### config.mk
export PLATFORM = sky130hd
export DESIGN_NAME = ppd_dma_chan
export DESIGN_NICKNAME = d
export VERILOG_FILES = /design/src/rtl/ppd_pkg.sv /design/src/rtl/ppd_desc.sv /design/src/rtl/ppd_ctrl.sv /design/src/rtl/ppd_dma_chan.sv
export SDC_FILE = /design/constraint.sdc
export NUM_CORES = 1
export LEC_CHECK = 0
export CAP_MARGIN = 30
export CORE_AREA = 2 2 243 245
export CTS_BUF_LIST = sky130_fd_sc_hd__clkbuf_2 sky130_fd_sc_hd__clkbuf_4 sky130_fd_sc_hd__clkbuf_8
export DETAILED_ROUTE_END_ITERATION = 12
export DIE_AREA = 0 0 245 247
export DONT_BUFFER_PORTS = 1
export PLACE_DENSITY = 0.32
export SYNTH_ARGS = -nofsm -noshare
export SYNTH_HDL_FRONTEND = slang
export SYNTH_SLANG_ARGS = --single-unit
### constraint.sdc
create_clock -name clk -period 3.23 [get_ports clk]
set_input_delay 0.4845 -clock clk [delete_from_list [all_inputs] [get_ports clk]]
set_output_delay 0.4845 -clock clk [all_outputs]
set_load 0.05 [all_outputs]
### src/rtl/ppd_pkg.sv
// Shared definitions for the ping-pong DMA channel: the beat-size encoding,
// the register offsets and the status bit positions.
// Assumes the software register window is eight words, addressed by 3 bits.
package ppd_pkg;

    typedef enum logic [1:0] {
        SZ_BYTE = 2'd0,
        SZ_WORD = 2'd1,
        SZ_QUAD = 2'd2,
        SZ_WIDE = 2'd3
    } beat_size_e;

    localparam logic [2:0] REG_BASE0 = 3'd0;
    localparam logic [2:0] REG_CNT0  = 3'd1;
    localparam logic [2:0] REG_BASE1 = 3'd2;
    localparam logic [2:0] REG_CNT1  = 3'd3;
    localparam logic [2:0] REG_CTRL  = 3'd4;
    localparam logic [2:0] REG_STAT  = 3'd5;
    localparam logic [2:0] REG_XFER0 = 3'd6;
    localparam logic [2:0] REG_XFER1 = 3'd7;

    localparam int ST_DONE0  = 0;
    localparam int ST_DONE1  = 1;
    localparam int ST_STARVE = 2;
    localparam int ST_CUR    = 3;
    localparam int ST_VALID0 = 4;
    localparam int ST_VALID1 = 5;

    // Bytes moved by one beat of the given size; code 3 behaves as 16.
    function automatic logic [4:0] step_bytes(input beat_size_e s);
        case (s)
            SZ_BYTE: step_bytes = 5'd1;
            SZ_WORD: step_bytes = 5'd4;
            default: step_bytes = 5'd16;
        endcase
    endfunction

endpackage

### src/rtl/ppd_desc.sv
// One buffer descriptor: live address, remaining bytes, bytes moved,
// plus the valid and done flags.
// Assumes AW <= 32. Software writes are taken only while the descriptor is
// invalid. A beat is only presented while the descriptor is valid.
module ppd_desc #(
    parameter int AW = 32,
    parameter int CW = 16
) (
    input  logic          clk,
    input  logic          rst_n,
    input  logic          wr_base_i,
    input  logic          wr_count_i,
    input  logic [AW-1:0] base_wdata_i,
    input  logic [CW-1:0] count_wdata_i,
    input  logic          clr_done_i,
    input  logic          beat_i,
    input  logic [4:0]    step_i,
    input  logic          eop_i,
    output logic [AW-1:0] addr_o,
    output logic [CW-1:0] rem_o,
    output logic [CW-1:0] xfer_o,
    output logic          valid_o,
    output logic          done_o,
    output logic          last_o
);

    localparam logic [CW-1:0] ZERO_CNT = '0;

    // A beat closes the buffer when the count runs out or the packet ends.
    assign last_o = (rem_o <= CW'(step_i)) || eop_i;

    // Address, count and tally: beats advance them, idle writes load them.
    always_ff @(posedge clk) begin
        if (!rst_n) begin
            addr_o  <= '0;
            rem_o   <= ZERO_CNT;
            xfer_o  <= ZERO_CNT;
            valid_o <= 1'b0;
        end else if (beat_i) begin
            addr_o <= addr_o + AW'(step_i);
            rem_o  <= (rem_o <= CW'(step_i)) ? ZERO_CNT : rem_o - CW'(step_i);
            xfer_o <= xfer_o + CW'(step_i);
            if (last_o) begin
                valid_o <= 1'b0;
            end
        end else if (!valid_o) begin
            if (wr_base_i) begin
                addr_o <= base_wdata_i;
            end
            if (wr_count_i) begin
                rem_o   <= count_wdata_i;
                xfer_o  <= ZERO_CNT;
                valid_o <= (count_wdata_i != ZERO_CNT);
            end
        end
    end

    // Done flag: set on the closing beat, cleared by software write-one.
    always_ff @(posedge clk) begin
        if (!rst_n) begin
            done_o <= 1'b0;
        end else if (beat_i && last_o) begin
            done_o <= 1'b1;
        end else if (clr_done_i) begin
            done_o <= 1'b0;
        end
    end

    AST_VALID_DROPS_ON_BEAT: assert property (@(posedge clk) disable iff (!rst_n)
        $fell(valid_o) |-> $past(beat_i));
    AST_DONE_RISES_ON_BEAT: assert property (@(posedge clk) disable iff (!rst_n)
        $rose(done_o) |-> $past(beat_i));
    AST_ADDR_STEPS: assert property (@(posedge clk) disable iff (!rst_n)
        beat_i |=> addr_o == $past(addr_o) + AW'($past(step_i)));
    AST_LOCKED_WHILE_VALID: assert property (@(posedge clk) disable iff (!rst_n)
        (valid_o && !beat_i) |=> ($stable(addr_o) && $stable(rem_o)));

endmodule

### src/rtl/ppd_ctrl.sv
// Channel control: current-buffer pointer, beat-size and interrupt-enable
// register, starvation flag, and the bus request/grant handshake.
// Assumes a beat completes in the same cycle the grant is seen.
module ppd_ctrl
    import ppd_pkg::*;
(
    input  logic       clk,
    input  logic       rst_n,
    input  logic       wr_ctrl_i,
    input  logic [2:0] ctrl_wdata_i,
    input  logic       clr_starve_i,
    input  logic       per_req_i,
    input  logic       bus_gnt_i,
    input  logic [1:0] valid_i,
    input  logic [1:0] last_i,
    output logic       cur_o,
    output beat_size_e size_o,
    output logic       irq_en_o,
    output logic       starve_o,
    output logic       bus_req_o,
    output logic       beat_o
);

    // Request only when the peripheral asks and the current buffer is armed.
    assign bus_req_o = per_req_i && valid_i[cur_o];
    assign beat_o    = bus_req_o && bus_gnt_i;

    // Current-buffer pointer: flips on the closing beat of a buffer.
    always_ff @(posedge clk) begin
        if (!rst_n) begin
            cur_o <= 1'b0;
        end else if (beat_o && last_i[cur_o]) begin
            cur_o <= ~cur_o;
        end
    end

    // Control register: beat size and interrupt enable.
    always_ff @(posedge clk) begin
        if (!rst_n) begin
            size_o   <= SZ_BYTE;
            irq_en_o <= 1'b0;
        end else if (wr_ctrl_i) begin
            size_o   <= beat_size_e'(ctrl_wdata_i[2:1]);
            irq_en_o <= ctrl_wdata_i[0];
        end
    end

    // Sticky starvation flag: a request met an empty current buffer.
    always_ff @(posedge clk) begin
        if (!rst_n) begin
            starve_o <= 1'b0;
        end else if (per_req_i && !valid_i[cur_o]) begin
            starve_o <= 1'b1;
        end else if (clr_starve_i) begin
            starve_o <= 1'b0;
        end
    end

    AST_CUR_MOVES_ON_CLOSE: assert property (@(posedge clk) disable iff (!rst_n)
        !$stable(cur_o) |-> $past(beat_o));
    AST_STARVE_WITHOUT_REQ: assert property (@(posedge clk) disable iff (!rst_n)
        $rose(starve_o) |-> ($past(per_req_i) && !$past(bus_req_o)));
    AST_REQ_NEEDS_PERIPH: assert property (@(posedge clk) disable iff (!rst_n)
        bus_req_o |-> per_req_i);

endmodule

### src/rtl/ppd_dma_chan.sv
// One direction of a peripheral DMA channel with two ping-pong descriptors.
// RX=1 writes peripheral data to memory, RX=0 reads memory to the peripheral.
// Assumes AW <= 32 and CW <= 32 so that every field fits a 32-bit register.
module ppd_dma_chan
    import ppd_pkg::*;
#(
    parameter bit RX = 1'b1,
    parameter int AW = 32,
    parameter int CW = 16,
    parameter int DW = 128
) (
    input  logic          clk,
    input  logic          rst_n,
    input  logic          sw_we,
    input  logic [2:0]    sw_addr,
    input  logic [31:0]   sw_wdata,
    output logic [31:0]   sw_rdata,
    output logic          irq,
    input  logic          per_req,
    input  logic          per_eop,
    input  logic [DW-1:0] per_din,
    output logic          per_ack,
    output logic [DW-1:0] per_dout,
    output logic          bus_req,
    input  logic          bus_gnt,
    output logic [AW-1:0] bus_addr,
    output logic          bus_we,
    output logic [1:0]    bus_size,
    output logic [DW-1:0] bus_wdata,
    input  logic [DW-1:0] bus_rdata
);

    localparam int NBUF = 2;

    logic [NBUF-1:0][AW-1:0] d_addr;
    logic [NBUF-1:0][CW-1:0] d_rem;
    logic [NBUF-1:0][CW-1:0] d_xfer;
    logic [NBUF-1:0]         d_valid;
    logic [NBUF-1:0]         d_done;
    logic [NBUF-1:0]         d_last;
    logic                    cur;
    beat_size_e              size;
    logic                    irq_en;
    logic                    starve;
    logic                    beat;
    logic [4:0]              step;
    logic                    eop_eff;
    logic                    wr_stat;

    assign step    = step_bytes(size);
    assign eop_eff = RX && per_eop;
    assign wr_stat = sw_we && (sw_addr == REG_STAT);

    // One descriptor per buffer; the offsets are 2*b and 2*b+1.
    for (genvar b = 0; b < NBUF; b++) begin : g_desc
        ppd_desc #(.AW(AW), .CW(CW)) u_desc (
            .clk          (clk),
            .rst_n        (rst_n),
            .wr_base_i    (sw_we && (sw_addr == 3'(2*b))),
            .wr_count_i   (sw_we && (sw_addr == 3'(2*b+1))),
            .base_wdata_i (sw_wdata[AW-1:0]),
            .count_wdata_i(sw_wdata[CW-1:0]),
            .clr_done_i   (wr_stat && sw_wdata[ST_DONE0+b]),
            .beat_i       (beat && (cur == 1'(b))),
            .step_i       (step),
            .eop_i        (eop_eff),
            .addr_o       (d_addr[b]),
            .rem_o        (d_rem[b]),
            .xfer_o       (d_xfer[b]),
            .valid_o      (d_valid[b]),
            .done_o       (d_done[b]),
            .last_o       (d_last[b])
        );
    end

    ppd_ctrl u_ctrl (
        .clk         (clk),
        .rst_n       (rst_n),
        .wr_ctrl_i   (sw_we && (sw_addr == REG_CTRL)),
        .ctrl_wdata_i(sw_wdata[2:0]),
        .clr_starve_i(wr_stat && sw_wdata[ST_STARVE]),
        .per_req_i   (per_req),
        .bus_gnt_i   (bus_gnt),
        .valid_i     (d_valid),
        .last_i      (d_last),
        .cur_o       (cur),
        .size_o      (size),
        .irq_en_o    (irq_en),
        .starve_o    (starve),
        .bus_req_o   (bus_req),
        .beat_o      (beat)
    );

    // Bus and peripheral data paths; the direction is fixed at build time.
    assign bus_addr  = d_addr[cur];
    assign bus_we    = RX;
    assign bus_size  = size;
    assign bus_wdata = per_din;
    assign per_dout  = bus_rdata;
    assign per_ack   = beat;
    assign irq       = irq_en && (|d_done);

    // Register read mux.
    always_comb begin
        case (sw_addr)
            REG_BASE0: sw_rdata = 32'(d_addr[0]);
            REG_CNT0:  sw_rdata = 32'(d_rem[0]);
            REG_BASE1: sw_rdata = 32'(d_addr[1]);
            REG_CNT1:  sw_rdata = 32'(d_rem[1]);
            REG_CTRL:  sw_rdata = {29'd0, size, irq_en};
            REG_STAT:  sw_rdata = {26'd0, d_valid[1], d_valid[0], cur, starve,
                                   d_done[1], d_done[0]};
            REG_XFER0: sw_rdata = 32'(d_xfer[0]);
            default:   sw_rdata = 32'(d_xfer[1]);
        endcase
    end

    AST_IRQ_HAS_CAUSE: assert property (@(posedge clk) disable iff (!rst_n)
        $rose(irq) |-> ($past(beat) || $past(sw_we)));
    AST_ACK_ONLY_GRANTED: assert property (@(posedge clk) disable iff (!rst_n)
        per_ack |-> (bus_req && bus_gnt));

endmodule

Yosys cells after proc, flatten, opt, wreduce, memory -nomap -nowiden
Index checks and enable logic that the tools add are counted.

Eq/ne operators: 11. Add/sub/neg operators: 6. Muxes and demuxes: 42. Order comparisons: 3. Reductions and logical operators: 36. Bitwise gates (word level): 1.

Operator list (number): 32-bit two-way mux (8); 16-bit two-way mux (14); 32-bit one-hot mux with 7 select lines (1); 32-bit by 5-bit adder with 32-bit output (2); 16-bit by 5-bit adder with 16-bit output (2); 16-bit by 5-bit less-or-equal comparator with 1-bit output (2); 16-bit by 5-bit subtractor with 16-bit output (2); 1-bit logical AND (18); 1-bit two-way mux (18); 16-bit nonzero test (1); 2-bit nonzero test (7); 5-bit one-hot mux with 2 select lines (1); 3-bit == test (second input constant) (3); 2-bit AND reduction (4); 3-bit by 2-bit == test with 1-bit output (second input constant) (2); 2-bit by 1-bit != test with 1-bit output (second input constant) (2); 2-bit != test (second input constant) (2); 3-bit by 1-bit == test with 1-bit output (second input constant) (1); 3-bit zero test (1); 2-bit by 1-bit == test with 1-bit output (second input constant) (1); 2-bit zero test (1); 1-bit logical OR (2); 1-bit by 2-bit less-than comparator with 1-bit output (second input constant) (1); 2-bit OR reduction (1); 2 further kinds (2).

Input port bits: 297. Output and inout port bits: 326. Register bits: 137. Logic and storage cells: 113.

Logic depth before layout (Yosys ltp)
Depth in word-level cells: 7. Gate-level depth with buffers: 11. Gate-level depth less buffers: 10.

Cells and area by module
Synthesis repeated with hierarchy kept, for this count alone.

Cell total of the unflattened synthesis: 1603. Area total of the unflattened synthesis: 12524.5 um^2.

By module, submodules not included: ppd_desc (area an instance 4420.5 um^2, cells an instance 559, seq. area each 1321.3 um^2, instances 2); ppd_dma_chan (area an instance 3465.8 um^2, cells an instance 464, seq. area each 0.0 um^2, instances 1); ppd_ctrl (area an instance 217.7 um^2, cells an instance 21, seq. area each 100.1 um^2, instances 1).

Worst setup path before layout
Ideal clock, no wire load.

Path kind: input to output. From: in sw_addr[1]. To: out sw_rdata[1]. Setup slack: -0.117 ns. Stages: 6. Data arrival time: 2.863 ns. Cells stage by stage: clkbuf_1 -> clkbuf_1 -> and2_1 -> clkbuf_1 -> a21oi_1 -> o21ai_0.

Cells in the longest elaborated chain, start to end: 2. Elaborated cells on any way between the ends: 8.

Ends and longest elaborated chain: from (decl) (line ppd_dma_chan.sv:15) `input logic [2:0] sw_addr,`; 3-bit == test, or another cell as far along (line ppd_dma_chan.sv:105) `case (sw_addr)`; 32-bit one-hot mux with 7 select lines (*) (line ppd_dma_chan.sv:105); to (decl) (line ppd_dma_chan.sv:17) `output logic [31:0] sw_rdata,`.

Mark *: on every way between the ends. The rest lies on a longest branch, timed or not.

Worst setup path in the final report
From: reg u_ctrl.size_o[0]. To: reg g_desc[0].u_desc.rem_o[3].

Cells in the longest elaborated chain, start to end: 5. Elaborated cells on any way between the ends: 7.

Ends and longest elaborated chain: from (decl) (line ppd_ctrl.sv:17) `output beat_size_e size_o,`; from (signal assigned) (line ppd_ctrl.sv:43) `size_o <= beat_size_e'(ctrl_wdata_i[2:1]);`; 2-bit by 1-bit == test with 1-bit output or 2-bit zero test (tied branches) (line ppd_pkg.sv:31) `case (s)`; 5-bit one-hot mux with 2 select lines (*) (line ppd_pkg.sv:31); 16-bit by 5-bit subtractor with 16-bit output or 16-bit by 5-bit less-or-equal comparator with 1-bit output (tied branches) (line ppd_desc.sv:41) `rem_o <= (rem_o <= CW'(step_i)) ? ZERO_CNT : rem_o - CW'(step_i);`; 16-bit two-way mux (*) (line ppd_desc.sv:41); 16-bit two-way mux (*) (line ppd_desc.sv:39) `end else if (beat_i) begin`; to (signal assigned) (line ppd_desc.sv:41); to (signal assigned) (line ppd_desc.sv:51) `rem_o <= count_wdata_i;`; to (decl) (line ppd_desc.sv:20) `output logic [CW-1:0] rem_o,`.

Marks and branches as above. A chain may end at the register's enable or synchronous reset.

==> flow_metrics.env <==
export IMPL_skew_ps=18.93
export IMPL_worst_setup_path_type="reg -> reg"
export IMPL_worst_slew_margin_rel=0.5010
export IMPL_timing_rr_end="g_desc[0].u_desc.rem_o[3]"
export IMPL_critical_path_cell_chain="buf_4 > nand2_1 > ha_1 > or2_2 > o21ai_0 > a22oi_1 > o21ai_2 > buf_4 > nand2b_1 > a31oi_1"
export IMPL_top_cell_by_count_worst_path="sky130_fd_sc_hd__buf_4"
export IMPL_dp_final_hpwl_mm=37.02
export IMPL_synth_net_count=1786
export IMPL_timing_critical_path_slowest_stage_cell="sky130_fd_sc_hd__o21ai_2"
export IMPL_post_route_period_util=0.9180
export IMPL_initial_core_util=0.1938
export IMPL_fin_worst_hold_slack_ps=94.12
export IMPL_p_per_area_nw_per_um2=390.4
export IMPL_grt_ovfl_total=0
export IMPL_critPathTopFamily="compound AO/OA/AOI/OAI gates"
export IMPL_hold_path_depth=2
export IMPL_syn_mean_instance_area_um2=7.704
export IMPL_grt_antenna_before_repair=0
export IMPL_layout_area_overhead_vs_synth_pct=-2.782
export IMPL_globalRouteMet2Util=0.2640
export IMPL_yosysUniqueCellTypes=76
export IMPL_finalHoldViolations=0
export IMPL_gp_congestion=0.7999
export IMPL_ratio_of_cells_with_drive_above_1_in_the_final_layout=0.1424
export IMPL_peakVddDrop_v=0.0002361
export IMPL_top_level_ports=623
export IMPL_std_cell_rows=89
export IMPL_syn_inst=1465
export IMPL_drt_wirelength_per_cell_um=25.24
export IMPL_synthFlopType="sky130_fd_sc_hd__dfxtp_1"
export IMPL_hold_buffers=0
export IMPL_cell_area_after_synthesis_um2=11290
export IMPL_die_area_um2=60520
export IMPL_die_height_um=247
export IMPL_run_status="finished, final reports clean"
export IMPL_globalRouteMet3Util=0.04710
export IMPL_drv_slew=0
export IMPL_crit_path_start_kind="register"
export IMPL_maximum_buffer_depth_of_the_clock_tree=2
export IMPL_tightest_slew_ps=740.7
export IMPL_hold_end="g_desc[1].u_desc.rem_o[3]"
export IMPL_max_stage_delay_ps=610
export IMPL_critical_path_endpoint_type="register"
export IMPL_unrepaired_setup_endpoints_after_global_routing="no"
export IMPL_clock_sink_count=137
export IMPL_most_frequent_standard_cell_in_the_layout_excluding_fill_and_tap_cells="sky130_fd_sc_hd__nand2_1"
export IMPL_report_power_total_uw=4284
export IMPL_clk_insertion_delay_late_ps=520
export IMPL_regToRegStartpoint="u_ctrl.size_o[0]"
export IMPL_drt_vias_per_instance=5.032
export IMPL_hold_path_class="in -> reg"
export IMPL_pin_count_of_the_biggest_net_entering_global_routing=98
export IMPL_timing_critical_path_buf_inv=2
export IMPL_number_of_levels_the_h_tree_was_split_into=4
export IMPL_drv_max_cap_violation_count=0
export IMPL_layout_min_cycle_time_ps=2965
export IMPL_grt_pass1_vias=9461
export IMPL_layout_common_cells="sky130_fd_sc_hd__nand2_1 (144), sky130_fd_sc_hd__dfxtp_1 (135), sky130_fd_sc_hd__nor2_1 (103)"
export IMPL_groute_layer_met1_usage=0.2029
export IMPL_clock_transition_at_the_register_clock_pins_on_the_worst_setup_and_hold_paths_after_cts_ps=100
export IMPL_synth_yosys_warnings=0
export IMPL_drc=0
export IMPL_drtPass1Iterations=5
export IMPL_port_buffers=0
export IMPL_antenna_left=0
export IMPL_synth_edff_count=0
export IMPL_static_leakage_power_uw=0.003794
export IMPL_route_vias_total=10000
export IMPL_drt_first_iter_violations=702
export IMPL_required_worst_endpoint_ps=3610
export IMPL_globalRoute_busiestLayer="met2"
export IMPL_grt_first_pass_wirelength_mm=71.11
export IMPL_multi_input_comb_area_um2=6232
export IMPL_finalSetupViolations=0
export IMPL_all_layer_global_routing_usage=0.1631
export IMPL_ff_latch_area_um2=2745
export IMPL_root_buffer="sky130_fd_sc_hd__clkbuf_8"
export IMPL_async_flop_share=0
export IMPL_floorplan_core_area_um2=58240
export IMPL_hold_path_startpoint="sw_wdata[3]"
export IMPL_preCtsSetupSlack_ps=222.9
export IMPL_crit_path_max_fanout=14
export IMPL_post_route_worst_setup_slack_ps=264.8
export IMPL_design_final_nets=1523
export IMPL_die_width_um=245
export IMPL_cts_buffers_inserted=17
export IMPL_worst_r2r_path_depth=10
export IMPL_ys_seq_area_frac=0.2430
export IMPL_routed_wl_mm=50.19
export IMPL_cp_arrival_ps=3350
export IMPL_insertedDiodeCount=0
export IMPL_synth_seq_cells=137
export IMPL_r2r_slack_ps=260
export IMPL_max_clock_freq_mhz=337.2
export IMPL_cts_tree="built"
export IMPL_fillers=6568
## worst max-delay path by stage
stage,slack [ps],cells after the start,end,start
final,260,10,g_desc[0].u_desc.rem_o[3],u_ctrl.size_o[0]
after global routing,50,11,g_desc[1].u_desc.addr_o[28],u_ctrl.size_o[0]
after CTS,170,11,g_desc[1].u_desc.addr_o[25],u_ctrl.size_o[0]
after detailed placement,220,11,g_desc[1].u_desc.addr_o[25],u_ctrl.size_o[0]
after global placement,260,11,g_desc[1].u_desc.addr_o[28],u_ctrl.size_o[1]
after floorplan,-9,5,sw_rdata[10],sw_addr[1]
## final cells by class
type / instances / area share
well taps: 773 / 0.08815
inverters: 14 / 0.004904
clock buffers: 19 / 0.02326
multi-input cells: 971 / 0.5680
clock inverters: 13 / 0.02258
repair buffers: 61 / 0.04288
flip-flops and latches: 137 / 0.2502
## synthesized netlist by cell type, drive strengths merged (9+ instances only)
cell | count | area (µm²)
or3 | 15 | 96.34
o21a | 11 | 82.58
nand2 | 144 | 540.5
mux2 | 45 | 506.7
ha | 24 | 300.3
a31oi | 30 | 187.7
nand3 | 50 | 250.2
a311oi | 15 | 131.4
o211ai | 18 | 135.1
nor2 | 104 | 390.4
buf | 274 | 2013
inv | 12 | 45.04
o211a | 9 | 90.09
o31ai | 9 | 67.56
nor3 | 48 | 250.2
a22oi | 11 | 82.58
o21ai | 78 | 405.4
nor4 | 16 | 106.4
nand4 | 22 | 137.6
a21oi | 87 | 435.4
xnor2 | 11 | 96.34
dfxtp | 137 | 2743
xor2 | 15 | 131.4
clkbuf | 69 | 259.0
a22o | 18 | 157.7
mux2i | 26 | 260.3
a221oi | 12 | 111.4
a211oi | 11 | 82.58
or4 | 12 | 97.59
and3 | 22 | 137.6
## metrics by stage
step	utilization	instance area, µm²	instances	TNS (ps)
6_report	0.1884	10970	1988	0
5_1_grt	0.1884	10970	1988	0
4_1_cts	0.1882	10960	1987	0
3_5_place_dp	0.1796	10460	1955	0
3_3_place_gp	0.1789	10420	1950	0
2_1_floorplan	-	11290	1465	-37.73
## report_power, final
| group | switching (µW) | total (µW) | internal [µW] |
|---|---|---|---|
| registers | 59.0 | 1780 | 1720 |
| clock network | 831 | 1930 | 1100 |
| logic | 377 | 573 | 196 |
## repair_timing
action,4_1_cts,5_1_grt
resized for setup,0,2
setup buffers,0,1
endpoints found under the setup margin,0,1
## logic make-up (layout without fill, tap and decap cells)
| group | after synthesis | after routing | synth area share |
|---|---|---|---|
| xor+xnor | 26 | 26 | 0.02018 |
| compound gates | 364 | 364 | 0.2156 |
| flops | 137 | 137 | 0.2430 |
| simple gates | 478 | 478 | 0.2063 |
| buf+inv | 357 | 107 | 0.2060 |
| other cells | 1 | 1 | 0.0003323 |
| fa+ha+maj | 24 | 24 | 0.02661 |
| mux | 78 | 78 | 0.08193 |
## state kept, by name, summed over array words and instances, names as in the netlist
name / flops
g_desc.u_desc.addr_o: 64
g_desc.u_desc.done_o: 2
g_desc.u_desc.rem_o: 32
g_desc.u_desc.valid_o: 2
g_desc.u_desc.xfer_o: 32
u_ctrl.cur_o: 1
u_ctrl.irq_en_o: 1
u_ctrl.size_o: 2
u_ctrl.starve_o: 1
## layer usage
| metal | routed length, µm | vias up |
|---|---|---|
| li1 | - | 4537 |
| met5 | 0 | - |
| met3 | 3541 | 107 |
| met1 | 21820 | 4951 |
| met4 | 1725 | 0 |
| met2 | 23100 | 409 |
Power figures use the tool's default switching activity.
